**src/rtl/thr_pkg.sv**
```systemverilog
package thr_pkg;
  localparam int CNT_W  = 12;
  localparam int OFS_W  = 4;
  localparam int TYPE_W = 2;
  localparam logic [CNT_W-1:0] CNT_MAX = {CNT_W{1'b1}};

  // upper-word field positions (decoded by software)
  localparam int POS_OVF   = 16;
  localparam int POS_TYPE  = 17;
  localparam int POS_CEN   = 19;
  localparam int POS_OFS   = 20;
  localparam int POS_LOCK  = 29;

  typedef enum logic [TYPE_W-1:0] {
    ITYPE_NONE  = 2'b00,
    ITYPE_LOCAL = 2'b01,
    ITYPE_RSV2  = 2'b10,
    ITYPE_RSV3  = 2'b11
  } itype_e;
endpackage

```
**src/rtl/thr_rst_sync.sv**
```systemverilog
module thr_rst_sync (
  input  logic clk,
  input  logic rst_n,
  output logic rst_sync_n
);
  logic [1:0] sync_q;

  always_ff @(posedge clk or negedge rst_n) begin
    if (!rst_n) sync_q <= 2'b00;
    else        sync_q <= {sync_q[0], 1'b1};
  end

  assign rst_sync_n = sync_q[1];
endmodule

```
**src/rtl/thr_count_unit.sv**
```systemverilog
module thr_count_unit import thr_pkg::*; (
  input  logic [CNT_W-1:0] count_q,
  input  logic             ovf_q,
  input  logic             cen_q,
  input  logic             lock_q,
  input  logic             err_pulse,
  output logic [CNT_W-1:0] count_nxt,
  output logic             ovf_nxt,
  output logic             ovf_rise
);
  logic step;
  logic at_max;
  logic [CNT_W-1:0] inc_val;

  always_comb begin
    step      = err_pulse & cen_q & ~lock_q;
    at_max    = (count_q == CNT_MAX);
    inc_val   = at_max ? count_q : count_q + 1'b1;
    count_nxt = step ? inc_val : count_q;
    ovf_nxt   = ovf_q | (step & (inc_val == CNT_MAX));
    ovf_rise  = ovf_nxt & ~ovf_q;
  end
endmodule

```
**src/rtl/thr_irq_gen.sv**
```systemverilog
module thr_irq_gen import thr_pkg::*; (
  input  logic             clk,
  input  logic             rst_sync_n,
  input  logic             fire,
  input  logic [TYPE_W-1:0] itype,
  input  logic [OFS_W-1:0] ofs,
  output logic             irq_req,
  output logic [OFS_W-1:0] irq_offset
);
  logic             req_d, req_q;
  logic [OFS_W-1:0] ofs_d, ofs_q;

  always_comb begin
    req_d = fire & (itype == ITYPE_LOCAL);
    ofs_d = req_d ? ofs : '0;
  end

  always_ff @(posedge clk or negedge rst_sync_n) begin
    if (!rst_sync_n) begin
      req_q <= 1'b0;
      ofs_q <= '0;
    end else begin
      req_q <= req_d;
      ofs_q <= ofs_d;
    end
  end

  assign irq_req    = req_q;
  assign irq_offset = ofs_q;

  assert_irq_pulse_R6: assert property (@(posedge clk) disable iff (!rst_sync_n)
    irq_req |=> !irq_req);
endmodule

```
**src/rtl/err_thresh_bank.sv**
```systemverilog
module err_thresh_bank import thr_pkg::*; #(
  parameter bit         INT_CAP = 1'b1,
  parameter logic [7:0] BLK_PTR = 8'h00
) (
  input  logic        clk,
  input  logic        rst_n,
  input  logic        wr_en,
  input  logic        wr_hi,
  input  logic [31:0] wr_data,
  input  logic        rd_hi,
  output logic [31:0] rd_data,
  input  logic        err_pulse,
  output logic        irq_req,
  output logic [3:0]  irq_offset
);
  logic rst_sync_n;

  logic [CNT_W-1:0]  count_q, count_d, count_nxt;
  logic              ovf_q, ovf_d, ovf_nxt, ovf_rise;
  logic              cen_q, cen_d;
  logic [TYPE_W-1:0] itype_q, itype_d;
  logic [OFS_W-1:0]  ofs_q, ofs_d;
  logic              lock_q, lock_d;
  logic              write_hit;
  logic [31:0]       up_word, lo_word;
  logic              unused_wr_bits;

  thr_rst_sync u_rst (.clk(clk), .rst_n(rst_n), .rst_sync_n(rst_sync_n));

  thr_count_unit u_cnt (
    .count_q(count_q), .ovf_q(ovf_q), .cen_q(cen_q), .lock_q(lock_q),
    .err_pulse(err_pulse), .count_nxt(count_nxt), .ovf_nxt(ovf_nxt),
    .ovf_rise(ovf_rise)
  );

  assign write_hit = wr_en & wr_hi & ~lock_q;

  // next-state: a software write overrides the counter path
  always_comb begin
    count_d = count_nxt;
    ovf_d   = ovf_nxt;
    cen_d   = cen_q;
    itype_d = itype_q;
    ofs_d   = ofs_q;
    lock_d  = lock_q;
    if (write_hit) begin
      count_d = wr_data[CNT_W-1:0];
      ovf_d   = wr_data[POS_OVF];
      cen_d   = wr_data[POS_CEN];
      itype_d = INT_CAP ? wr_data[POS_TYPE +: TYPE_W] : ITYPE_NONE;
      ofs_d   = wr_data[POS_OFS +: OFS_W];
      lock_d  = wr_data[POS_LOCK];
    end
  end

  always_ff @(posedge clk or negedge rst_sync_n) begin
    if (!rst_sync_n) begin
      count_q <= '0;
      ovf_q   <= 1'b0;
      cen_q   <= 1'b0;
      itype_q <= ITYPE_NONE;
      ofs_q   <= '0;
      lock_q  <= 1'b0;
    end else begin
      count_q <= count_d;
      ovf_q   <= ovf_d;
      cen_q   <= cen_d;
      itype_q <= itype_d;
      ofs_q   <= ofs_d;
      lock_q  <= lock_d;
    end
  end

  thr_irq_gen u_irq (
    .clk(clk), .rst_sync_n(rst_sync_n),
    .fire(ovf_rise & ~write_hit), .itype(itype_q), .ofs(ofs_q),
    .irq_req(irq_req), .irq_offset(irq_offset)
  );

  assign up_word = {1'b1, 1'b1, lock_q, INT_CAP, 4'b0000, ofs_q, cen_q,
                    itype_q, ovf_q, 4'b0000, count_q};
  assign lo_word = {BLK_PTR, 24'h000000};
  assign rd_data = rd_hi ? up_word : lo_word;

  assign unused_wr_bits = ^{wr_data[31:30], wr_data[28:24], wr_data[15:12]};

  assert_irq_type_R6: assert property (@(posedge clk) disable iff (!rst_sync_n)
    irq_req |-> (itype_q == ITYPE_LOCAL) && ovf_q && (irq_offset == ofs_q));

  assert_no_wrap_R4: assert property (@(posedge clk) disable iff (!rst_sync_n)
    (ovf_q && count_q == CNT_MAX && !(wr_en && wr_hi)) |=> (ovf_q && count_q == CNT_MAX));

  assert_cen_gate_R3: assert property (@(posedge clk) disable iff (!rst_sync_n)
    (!cen_q && !(wr_en && wr_hi)) |=> $stable(count_q));

  assert_lock_hold_R7: assert property (@(posedge clk) disable iff (!rst_sync_n)
    lock_q |=> (lock_q && $stable(count_q) && $stable(itype_q) && $stable(ofs_q)));
endmodule

```
**config.mk**
```make
export PLATFORM = sky130hd
export DESIGN_NAME = err_thresh_bank
export DESIGN_NICKNAME = d
export VERILOG_FILES = /design/src/rtl/thr_pkg.sv /design/src/rtl/thr_rst_sync.sv /design/src/rtl/thr_count_unit.sv /design/src/rtl/thr_irq_gen.sv /design/src/rtl/err_thresh_bank.sv
export SDC_FILE = /design/constraint.sdc
export NUM_CORES = 1
export LEC_CHECK = 0
export CORE_ASPECT_RATIO = 1.2
export CORE_UTILIZATION = 46
export DETAILED_ROUTE_END_ITERATION = 12
export PLACE_DENSITY = 0.95
export RECOVER_POWER = 25
export SYNTH_ARGS = -nofsm -noshare
export SYNTH_HDL_FRONTEND = slang
export SYNTH_SLANG_ARGS = --single-unit
```
**constraint.sdc**
```tcl
create_clock -name clk -period 2.3 [get_ports clk]
set_input_delay 0.46 -clock clk [delete_from_list [all_inputs] [get_ports clk]]
set_output_delay 0.46 -clock clk [all_outputs]
set_load 0.03 [all_outputs]
```
==> flow_summary.json <==
{
  "max-vdd-ir-drop_mv": 0.457,
  "dp_slack_ns": 0.181,
  "layout.nets": 282,
  "path_buf_inv": 1,
  "total_power_uw": 1900,
  "numCtsBuffers": 3,
  "relSlewSlack_pct": 40.8,
  "drc": 0,
  "cp-start-kind": "register",
  "crit_type": "reg2reg",
  "multi_input_area_um2": 942,
  "via_count": 1578,
  "synth_area_um2": 1790,
  "ys_seq_area_share_pct": 39.2,
  "core_um2": 3660,
  "dr.pass1.iters": 5,
  "cts_max_level": 1,
  "layout_setup_ws_ns": 0.182,
  "cts.clk_slew.worst_paths_ns": 0.09,
  "max_freq_mhz": 472,
  "hpwlAfterDp_mm": 3.11,
  "cts.sinks": 28,
  "postRouteAntennaNets": 0,
  "post_cts_buffers": 0,
  "yosysWarnings": 0,
  "finalWirelength_mm": 3.97,
  "grt_use_total_pct": 21.1,
  "syn_area_per_cell_um2": 9.32,
  "run_status": "finished clean",
  "finalCritPeriodShare_pct": 92.1,
  "endpoint_kind": "register",
  "rr_startpoint": "count_q[1]$_DFFE_PN0P_",
  "worstPathArrival_ns": 2.28,
  "start_util_pct": 48.8,
  "postLayoutCoreUtil_pct": 63.6,
  "syn2layout_area_growth_pct": 30.1,
  "slew_violations": 0,
  "cts-root-buf": "clkbuf_8",
  "slowest_stage": "dfrtp_1",
  "synthesis.instances": 192,
  "ys_ff_latch": 28,
  "layout-drive-gt1-share_pct": 23.1,
  "grt-ovfl-total": 0,
  "power.density_nw_per_um2": 817,
  "layout_common_cells": "31 x buf_4, 30 x clkdlybuf4s50_1, 28 x dfrtp_1, 21 x and2_1, 15 x nand2_1",
  "rsz0062_at_grt": "no",
  "crit_chain": "ha_1 -> nand4_2 -> nor3_1 -> mux2_1 -> a222oi_1 -> inv_1",
  "synth.distinct_cells": 48,
  "clock_skew_ns": 0.00182,
  "cts_resized": 0,
  "regArea_um2": 701,
  "maxCapViolCount": 0,
  "wl_per_cell_um": 13.5,
  "grt_max_degree": 18,
  "cts_tree": "yes",
  "hold_viol": 0,
  "final_common_cell": "buf_4",
  "row_count": 24,
  "drtIter0Drc": 64,
  "die_width_um": 58.9,
  "nFillCells": 324,
  "antenna_found_initial": 0,
  "portBuffers": 55,
  "post_drt_via_cell_ratio": 5.37,
  "fin_setup_tns_ns": 0,
  "cp-startpoint": "count_q[1]$_DFFE_PN0P_",
  "die_h_um": 70.3,
  "grt_pass1_wl_mm": 6.79,
  "cpLargestDelayFamily": "simple AND/OR/NAND/NOR gates",
  "finalSetupViolCount": 0,
  "die_area_um2": 4140,
  "grt_pass1_vias": 1491,
  "gp_congestion": 0.925,
  "slowest_delay_ns": 0.43,
  "crit_path_max_fanout": 8,
  "postCtsHoldBufs": 0,
  "clk_latency_ns": 0.27,
  "antenna_cells": 0,
  "hold_slack_ns": 0.180,
  "period_needed_ns": 2.12,
  "cp.required_ns": 2.46,
  "worstHoldPathType": "reg2async",
  "p_leak_uw": 0.000986,
  "ios": 75,
  "cts.path.max_buffers": 2,
  "worst_pin_slew_ns": 0.888
}
## final cells by class
class / instances / share of cell area, %
clock buffers: 4 / 2.36
multi-input cells: 142 / 40.5
well taps: 52 / 2.79
repair buffers: 63 / 23.5
inverters: 5 / 0.806
flip-flops and latches: 28 / 30.1
## power by group
part / switching [uW] / internal (uW)
clock: 148 / 153
combinational: 400 / 348
sequential: 228 / 625
## cell families after synthesis
kind of cell	Yosys count	share of synthesized area [%]
adders and majority gates	1	0.699
xor gates and xnor gates	1	0.490
DFF	28	39.2
other	2	0.420
and+or+nand+nor	85	27.8
AOI/OAI and AO/OA	36	15.5
buffers and inverters	29	9.79
muxes	10	6.15
## routing by layer
metal	vias to the layer above	GRT usage [%]	part of all wire, %
met5	-	0	0
met4	0	4.76	1.0
met2	68	37.8	53
li1	766	-	-
met1	739	25.6	40
met3	5	3.70	6.6
## flip-flops by register name, indices dropped and copies added, names as in the netlist
name              cells
count_q              12
ofs_q                 4
u_irq.irq_offset      4
itype_q               2
u_rst.sync_q          2
cen_q                 1
lock_q                1
ovf_q                 1
u_irq.irq_req         1
## metrics by stage
stage | cell area, um^2 | cells
after floorplan | 1820 | 199
after global placement | 2280 | 290
after detailed placement | 2280 | 290
after CTS | 2330 | 294
after global routing | 2330 | 294
final | 2330 | 294
## synth_stat cells (all sizes together)
master,instances,area [um^2]
and3,3,23.8
inv,5,18.8
a2111oi,1,27.5
o21bai,1,11.3
a21oi,5,25.0
buf,18,131
o32a,1,10.0
or3,1,11.3
and4,1,11.3
o22ai,3,25.0
a221o,4,40.0
dfrtp,28,701
a31oi,2,12.5
and2,22,139
nand3b,1,7.51
nor2,11,43.8
and3b,1,8.76
a22oi,2,15.0
o31a,1,8.76
ha,1,12.5
a31o,1,8.76
nor3,11,66.3
nand4,5,37.5
a222oi,2,20.0
conb,2,7.51
o21a,1,7.51
mux2i,2,20.0
nor4,4,25.0
nand3,10,67.6
nand2,15,56.3
xnor2,1,8.76
mux2,8,90.1
clkbuf,6,25.0
o21ai,10,50.1
o211ai,2,15.0
## path summary, 6_finish.rpt
path,to,slack (ns),cells past startpoint
setup / recovery,count_q[10]$_DFFE_PN0P_,0.18,6
hold / removal,lock_q$_DFFE_PN0P_,0.18,0
setup reg to reg,count_q[10]$_DFFE_PN0P_,0.18,6
hold reg to reg,lock_q$_DFFE_PN0P_,0.18,0
max in group asynchronous,count_q[6]$_DFFE_PN0P_,0.98,1
min in group clk,u_rst.sync_q[1]$_DFF_PN0_,0.35,0
(Power assumes the default switching activity.)
